<file path="src/rtl/ovl_pkg.sv">
package ovl_pkg;
  localparam int CW    = 11;
  localparam int AW    = 32;
  localparam int DW    = 32;
  localparam int SW    = 15;
  localparam int Y_LSB = 16;
  localparam int FLD_W = 3;

  typedef enum logic [FLD_W-1:0] {
    F_CTRL = 3'd0, F_TL = 3'd1, F_BR = 3'd2, F_ALPHA_A = 3'd3,
    F_ALPHA_B = 3'd4, F_BASE = 3'd5, F_LIMIT = 3'd6, F_STRIDE = 3'd7
  } wfield_e;

  localparam logic [FLD_W-1:0] G_PROT = 3'd0;
  localparam logic [FLD_W-1:0] G_UPD  = 3'd1;
  localparam logic [FLD_W-1:0] G_MODE = 3'd2;

  typedef struct packed {
    logic          en;
    logic [CW-1:0] x0;
    logic [CW-1:0] y0;
    logic [CW-1:0] x1;
    logic [CW-1:0] y1;
    logic [AW-1:0] base;
    logic [AW-1:0] limit;
    logic [DW-1:0] stride;
  } win_t;

  function automatic logic [DW-1:0] pack_xy(logic [CW-1:0] x, logic [CW-1:0] y);
    logic [DW-1:0] r;
    r = '0;
    r[CW-1:0] = x;
    r[Y_LSB +: CW] = y;
    return r;
  endfunction

  function automatic logic [SW-1:0] stride_skip(logic [DW-1:0] s, logic alt);
    return alt ? s[29:15] : {1'b0, s[27:14]};
  endfunction

  function automatic logic [SW-1:0] stride_len(logic [DW-1:0] s, logic alt);
    return alt ? s[14:0] : {1'b0, s[13:0]};
  endfunction
endpackage

</file>
<file path="src/rtl/ovl_shadow_regs.sv">
module ovl_shadow_regs import ovl_pkg::*; #(
  parameter int NWIN = 5,
  parameter int IDXW = 3
) (
  input  logic                  clk,
  input  logic                  rst_n,
  input  logic                  we,
  input  logic [IDXW+FLD_W-1:0] addr,
  input  logic [DW-1:0]         wdata,
  input  logic                  pending,
  output win_t                  shadow [NWIN],
  output logic [NWIN-1:0]       protect,
  output logic                  alt_mode,
  output logic                  upd_req,
  output logic [DW-1:0]         rdata
);
  localparam logic [IDXW-1:0] GLOB = '1;

  logic [IDXW-1:0]  idx;
  logic [FLD_W-1:0] fld;
  wfield_e          wf;
  logic             is_glob, is_win;
  logic [DW-1:0]    alpha_a [NWIN];
  logic [DW-1:0]    alpha_b [NWIN];

  assign idx     = addr[IDXW+FLD_W-1:FLD_W];
  assign fld     = addr[FLD_W-1:0];
  assign wf      = wfield_e'(fld);
  assign is_glob = (idx == GLOB);
  assign is_win  = (int'(idx) < NWIN);
  assign upd_req = we && is_glob && (fld == G_UPD) && wdata[0];

  for (genvar w = 0; w < NWIN; w++) begin : g_win
    win_t          s;
    logic [DW-1:0] aa, ab;
    logic          hit;
    assign hit = we && is_win && (int'(idx) == w);
    always_ff @(posedge clk or negedge rst_n) begin
      if (!rst_n) begin
        s  <= '0;
        aa <= '0;
        ab <= '0;
      end else if (hit) begin
        case (wf)
          F_CTRL:    s.en <= wdata[0];
          F_TL:      begin s.x0 <= wdata[CW-1:0]; s.y0 <= wdata[Y_LSB +: CW]; end
          F_BR:      begin s.x1 <= wdata[CW-1:0]; s.y1 <= wdata[Y_LSB +: CW]; end
          F_ALPHA_A: aa <= wdata;
          F_ALPHA_B: ab <= wdata;
          F_BASE:    s.base <= wdata;
          F_LIMIT:   s.limit <= wdata;
          F_STRIDE:  s.stride <= wdata;
          default:   ;
        endcase
      end
    end
    assign shadow[w]  = s;
    assign alpha_a[w] = aa;
    assign alpha_b[w] = ab;
  end

  always_ff @(posedge clk or negedge rst_n) begin
    if (!rst_n) begin
      protect  <= '0;
      alt_mode <= 1'b0;
    end else if (we && is_glob) begin
      if (fld == G_PROT) protect  <= wdata[NWIN-1:0];
      if (fld == G_MODE) alt_mode <= wdata[0];
    end
  end

  win_t          rs;
  logic [DW-1:0] ra, rb;
  always_comb begin
    rs = '0;
    ra = '0;
    rb = '0;
    for (int w = 0; w < NWIN; w++) begin
      if (int'(idx) == w) begin
        rs = shadow[w];
        ra = alpha_a[w];
        rb = alpha_b[w];
      end
    end
    rdata = '0;
    if (is_glob) begin
      if (fld == G_PROT) rdata[NWIN-1:0] = protect;
      if (fld == G_UPD)  rdata[0] = pending;
      if (fld == G_MODE) rdata[0] = alt_mode;
    end else if (is_win) begin
      case (wf)
        F_CTRL:    rdata[0] = rs.en;
        F_TL:      rdata = pack_xy(rs.x0, rs.y0);
        F_BR:      rdata = pack_xy(rs.x1, rs.y1);
        F_ALPHA_A: rdata = ra;
        F_ALPHA_B: rdata = rb;
        F_BASE:    rdata = rs.base;
        F_LIMIT:   rdata = rs.limit;
        F_STRIDE:  rdata = rs.stride;
        default:   rdata = '0;
      endcase
    end
  end

  // an address outside the window range and the global page reads zero
  assert_unmapped_zero_R10: assert property (@(posedge clk) disable iff (!rst_n)
    (!is_glob && !is_win) |-> (rdata == '0));
endmodule

</file>
<file path="src/rtl/ovl_commit_ctl.sv">
module ovl_commit_ctl #(
  parameter int NWIN = 5
) (
  input  logic            clk,
  input  logic            rst_n,
  input  logic            frame_tick,
  input  logic            upd_req,
  input  logic [NWIN-1:0] protect,
  output logic            pending,
  output logic [NWIN-1:0] load
);
  logic fire;
  assign fire = frame_tick && pending;
  assign load = {NWIN{fire}} & ~protect;

  always_ff @(posedge clk or negedge rst_n) begin
    if (!rst_n) pending <= 1'b0;
    else        pending <= (pending && !frame_tick) || upd_req;
  end

  assert_req_sets_R3: assert property (@(posedge clk) disable iff (!rst_n)
    upd_req |=> pending);
  assert_pending_hold_R3: assert property (@(posedge clk) disable iff (!rst_n)
    (pending && !frame_tick) |=> pending);
  assert_pending_clear_R4: assert property (@(posedge clk) disable iff (!rst_n)
    (fire && !upd_req) |=> !pending);
endmodule

</file>
<file path="src/rtl/ovl_active_set.sv">
module ovl_active_set import ovl_pkg::*; #(
  parameter int NWIN = 5
) (
  input  logic            clk,
  input  logic            rst_n,
  input  logic [NWIN-1:0] load,
  input  win_t            shadow [NWIN],
  output win_t            active [NWIN]
);
  for (genvar w = 0; w < NWIN; w++) begin : g_act
    win_t r;
    always_ff @(posedge clk or negedge rst_n) begin
      if (!rst_n)       r <= '0;
      else if (load[w]) r <= shadow[w];
    end
    assign active[w] = r;
  end
endmodule

</file>
<file path="src/rtl/ovl_window_bank.sv">
module ovl_window_bank import ovl_pkg::*; #(
  parameter  int NWIN = 5,
  localparam int IDXW = $clog2(NWIN + 1),
  localparam int RAW  = IDXW + FLD_W
) (
  input  logic               clk,
  input  logic               rst_n,
  input  logic               reg_we,
  input  logic [RAW-1:0]     reg_addr,
  input  logic [DW-1:0]      reg_wdata,
  output logic [DW-1:0]      reg_rdata,
  input  logic               frame_tick,
  output logic               upd_pending,
  output logic [NWIN-1:0]    act_en,
  output logic [NWIN*CW-1:0] act_x0,
  output logic [NWIN*CW-1:0] act_y0,
  output logic [NWIN*CW-1:0] act_x1,
  output logic [NWIN*CW-1:0] act_y1,
  output logic [NWIN*AW-1:0] act_base,
  output logic [NWIN*AW-1:0] act_limit,
  output logic [NWIN*SW-1:0] act_skip,
  output logic [NWIN*SW-1:0] act_width
);
  win_t            shadow [NWIN];
  win_t            active [NWIN];
  logic [NWIN-1:0] protect, load;
  logic            alt_mode, upd_req;

  ovl_shadow_regs #(.NWIN(NWIN), .IDXW(IDXW)) u_regs (
    .clk(clk), .rst_n(rst_n), .we(reg_we), .addr(reg_addr), .wdata(reg_wdata),
    .pending(upd_pending), .shadow(shadow), .protect(protect),
    .alt_mode(alt_mode), .upd_req(upd_req), .rdata(reg_rdata));

  ovl_commit_ctl #(.NWIN(NWIN)) u_ctl (
    .clk(clk), .rst_n(rst_n), .frame_tick(frame_tick), .upd_req(upd_req),
    .protect(protect), .pending(upd_pending), .load(load));

  ovl_active_set #(.NWIN(NWIN)) u_act (
    .clk(clk), .rst_n(rst_n), .load(load), .shadow(shadow), .active(active));

  for (genvar w = 0; w < NWIN; w++) begin : g_out
    assign act_en[w]           = active[w].en;
    assign act_x0[w*CW +: CW]  = active[w].x0;
    assign act_y0[w*CW +: CW]  = active[w].y0;
    assign act_x1[w*CW +: CW]  = active[w].x1;
    assign act_y1[w*CW +: CW]  = active[w].y1;
    assign act_base[w*AW +: AW]  = active[w].base;
    assign act_limit[w*AW +: AW] = active[w].limit;
    assign act_skip[w*SW +: SW]  = stride_skip(active[w].stride, alt_mode);
    assign act_width[w*SW +: SW] = stride_len(active[w].stride, alt_mode);

    assert_protect_hold_R5: assert property (@(posedge clk) disable iff (!rst_n)
      (frame_tick && upd_pending && protect[w]) |=> $stable(active[w]));
    assert_commit_copy_R4: assert property (@(posedge clk) disable iff (!rst_n)
      (frame_tick && upd_pending && !protect[w]) |=> (active[w] == $past(shadow[w])));
    assert_idle_hold_R6: assert property (@(posedge clk) disable iff (!rst_n)
      !(frame_tick && upd_pending) |=> $stable(active[w]));
  end
endmodule

</file>
<file path="config.mk">
export PLATFORM = sky130hd
export DESIGN_NAME = ovl_window_bank
export DESIGN_NICKNAME = d
export VERILOG_FILES = /design/src/rtl/ovl_pkg.sv /design/src/rtl/ovl_shadow_regs.sv /design/src/rtl/ovl_commit_ctl.sv /design/src/rtl/ovl_active_set.sv /design/src/rtl/ovl_window_bank.sv
export SDC_FILE = /design/constraint.sdc
export NUM_CORES = 2
export LEC_CHECK = 0
export BUFFER_PORTS_ARGS = -buffer_cell sky130_fd_sc_hd__buf_2
export CORE_MARGIN = 3
export CORE_UTILIZATION = 40
export DETAILED_ROUTE_END_ITERATION = 10
export SYNTH_ARGS = -nofsm -noshare
export SYNTH_HDL_FRONTEND = slang
export SYNTH_SLANG_ARGS = --single-unit
</file>
<file path="constraint.sdc">
create_clock -name clk -period 2.7 [get_ports clk]
set_input_delay 0.135 -clock clk [delete_from_list [all_inputs] [get_ports clk]]
set_output_delay 0.135 -clock clk [all_outputs]
set_load 0.05 [all_outputs]
</file>
==> qor.yml <==
slew_headroom_pct: 11.7
synth-edff-count: 0
clkPwrFrac_pct: 40.8
ios: 770
slowest_stage: "or4_4"
final_area_mm2: 0.0908
max_stage_delay_ns: 0.59
p_seq_share_pct: 46.1
grt.overflow.total: 0
fin_total_pwr_uw: 65400
worstPathMaxFanout: 3
power.internal_uw: 47600
power_density_mw_per_mm2: 720
ys_types: 43
grt_usage_pct: 25.7
endpoint_kind: "primary output"
maxCapViolations: 0
fmax_mhz: 329
p_leak_uw: 0.0460
finalCritPeriodShare_pct: 113
pwr-share-comb_pct: 13.1
routed_wl_um: 258000
fin_ws_ns: -0.339
fin_skew_ns: 0.0431
hold_viol: 0
place_ws_ns: -0.313
final-instance-count-excl-fill: 8310
grt_pass1_vias: 48647
vias_per_cell: 5.59
rows: 160
crit_type: "reg -> out"
clk_pin_slew_worst_paths_ns: 0.06
port_buffers: 769
netSwitchingFraction_pct: 27.2
grt_pass1_wl_um: 368000
initial_utilization_pct: 40.5
drc_errors: 0
cts_root_buf: "clkbuf_16"
crit_required_ns: 2.57
cts.sinks: 1727
grt_max_degree: 101
cts_tree: "done"
ir_drop_mv: 0.620
worst_pin_slew_ns: 1.32
ys_warn_count: 0
clkLatencyLatePin_ns: 0.85
ff_latch_area_mm2: 0.0432
nNetsFinal: 5680
ys_seq_area_share_pct: 55.8
die_h_um: 446
dp.cells: 7828
async_reset_ff_share_pct: 100
slew_violations: 0
final_common_cell: "mux2_2"
ys_ff_latch: 1727
crit_buf_inv: 1
crit_family: "simple AND/OR/NAND/NOR gates"
power.switching_uw: 17800
violations: "negative setup slack"
area_growth_syn_to_layout_pct: 17.3
start_kind: "register"
synthCells: 5249
gp_congestion: 0.833
die_w_um: 446
antenna_left: 0
drt-initial-drc-count: 3082
die-area_mm2: 0.199
status: "complete, but fails checks"
core_mm2: 0.191
path_cells: "mux4_2 -> a22oi_2 -> o22ai_2 -> or4_4 -> buf_6"
rsz0062_at_grt: "yes"
finalSetupViolations: 26
antenna_found_initial: 9
fillers: 16648
drive_above_1_share_pct: 63.7
vias: 46413
clock_path_buffers: 3
htree_levels: 4
finalCriticalPeriod_ns: 3.04
arrival_ns: 2.90
cts-buffers-inserted: 187
dpl.hpwl_um: 176000
dr.pass1.iters: 5
final_cell_mix: "mux2_2 (1796), dfrtp_1 (1721), buf_2 (734)"
netlist_area_mm2: 0.0774
multi_input_area_mm2: 0.0289
syn-num-nets: 5291
hold_path.class: "in -> reg"
placed_area_mm2: 0.0822
wire_per_inst_um: 31.0
avgSynthCellArea_um2: 14.7
synthFlopType: "dfrtp_1"
[worst reg2reg max path: cells and delay by family (launching register included)]
kind / cells / cell delay (ns)
buffers and inverters: 1 / 0.31
flip-flops: 1 / 0.42
AND/OR/NAND/NOR: 2 / 0.84
multiplexers: 1 / 0.41
[cell usage after synthesis, types with 5 or more instances]
cell type / instances / share of area, %
buf_1: 75 / 0.36
mux4_2: 190 / 5.5
and2_1: 12 / 0.097
a211o_1: 7 / 0.079
or2_2: 7 / 0.057
buf_4: 642 / 6.2
nand2_1: 48 / 0.23
a21oi_1: 17 / 0.11
dfrtp_1: 1727 / 56
buf_2: 68 / 0.44
o22ai_1: 84 / 0.68
o21ai_0: 31 / 0.20
a211oi_1: 9 / 0.087
nor3_1: 5 / 0.032
nor2_1: 49 / 0.24
a22oi_1: 185 / 1.8
mux2i_1: 16 / 0.21
mux2_2: 1796 / 26
or4_1: 21 / 0.20
clkbuf_1: 218 / 1.1
[logic make-up after synthesis]
family,synth area share [%]
flip-flops,55.8
AO/OA/AOI/OAI,3.09
AND/OR/NAND/NOR,1.04
buffers and inverters,8.17
multiplexers,31.9
[final timing paths]
kind                                     from                     end  slack (ns)  cells past startpoint
min reg2reg                 u_act.active[248]       u_act.active[248]        0.50                      1
min                             reg_wdata[22]      u_regs.shadow[650]        0.06                      2
max in group asynchronous               rst_n      u_regs.shadow[460]        1.86                      4
max reg2reg                     u_ctl.pending       u_act.active[117]        0.58                      4
max                        u_regs.shadow[209]            reg_rdata[4]       -0.34                      5
min in group asynchronous               rst_n  u_regs.g_win[3].ab[28]        0.15                      3
[final cells by class]
class | instances | area share [%]
clock inverter | 69 | 1.08
clock buffer | 276 | 6.09
sequential | 1727 | 47.6
timing repair buffer | 1207 | 9.92
inverter | 4 | 0.0248
multi-input combinational | 2511 | 31.8
antenna | 5 | 0.0138
tap | 2511 | 3.46
[what timing repair did]
action                                   CTS  global route
buffers inserted                          93            20
endpoints found under the setup margin    63            32
pin swaps                                 58            34
endpoints found under the hold margin   1771             0
hold buffers                              23             0
resized for setup                        189            55
[metrics by stage]
stage / TNS, ns / hold WS [ns] / utilization, %
after floorplan: 0 / -0.161 / -
after global placement: -18.41 / 0.200 / 43.0
after detailed placement: -26.35 / 0.190 / 43.0
after CTS: -8.37 / 0.00536 / 47.3
after global routing: -8.36 / 0.0523 / 47.5
final: -5.95 / 0.0577 / 47.5
[routing by layer]
| layer | up-vias | share of wire [%] | GRT usage, % | routed length [µm] |
|---|---|---|---|---|
| li1 | 19183 | - | - | - |
| met1 | 25421 | 42 | 33.6 | 108000 |
| met2 | 1386 | 48 | 42.0 | 124000 |
| met3 | 423 | 5.0 | 4.02 | 12800 |
| met4 | 0 | 5.0 | 11.8 | 13000 |
| met5 | - | 0 | 0 | 0 |
[power groups by stage]
stage               clock [µW]  combinational [µW]  sequential [µW]
finish                   26700                8570            30100
global route             28300                9090            30400
CTS                      27200                8520            30100
detailed placement           0                7830            30700
global placement             0                7690            30600
floorplan                    0                5740            29700
[registers in the layout, summed over array words and instances (netlist names)]
| signal | flops |
|---|---|
| u_regs.alt_mode | 1 |
| u_regs.protect | 5 |
| u_regs.g_win.ab | 160 |
| u_act.active | 695 |
| u_regs.shadow | 705 |
| u_regs.g_win.aa | 160 |
| u_ctl.pending | 1 |
(Power assumes the default switching activity.)
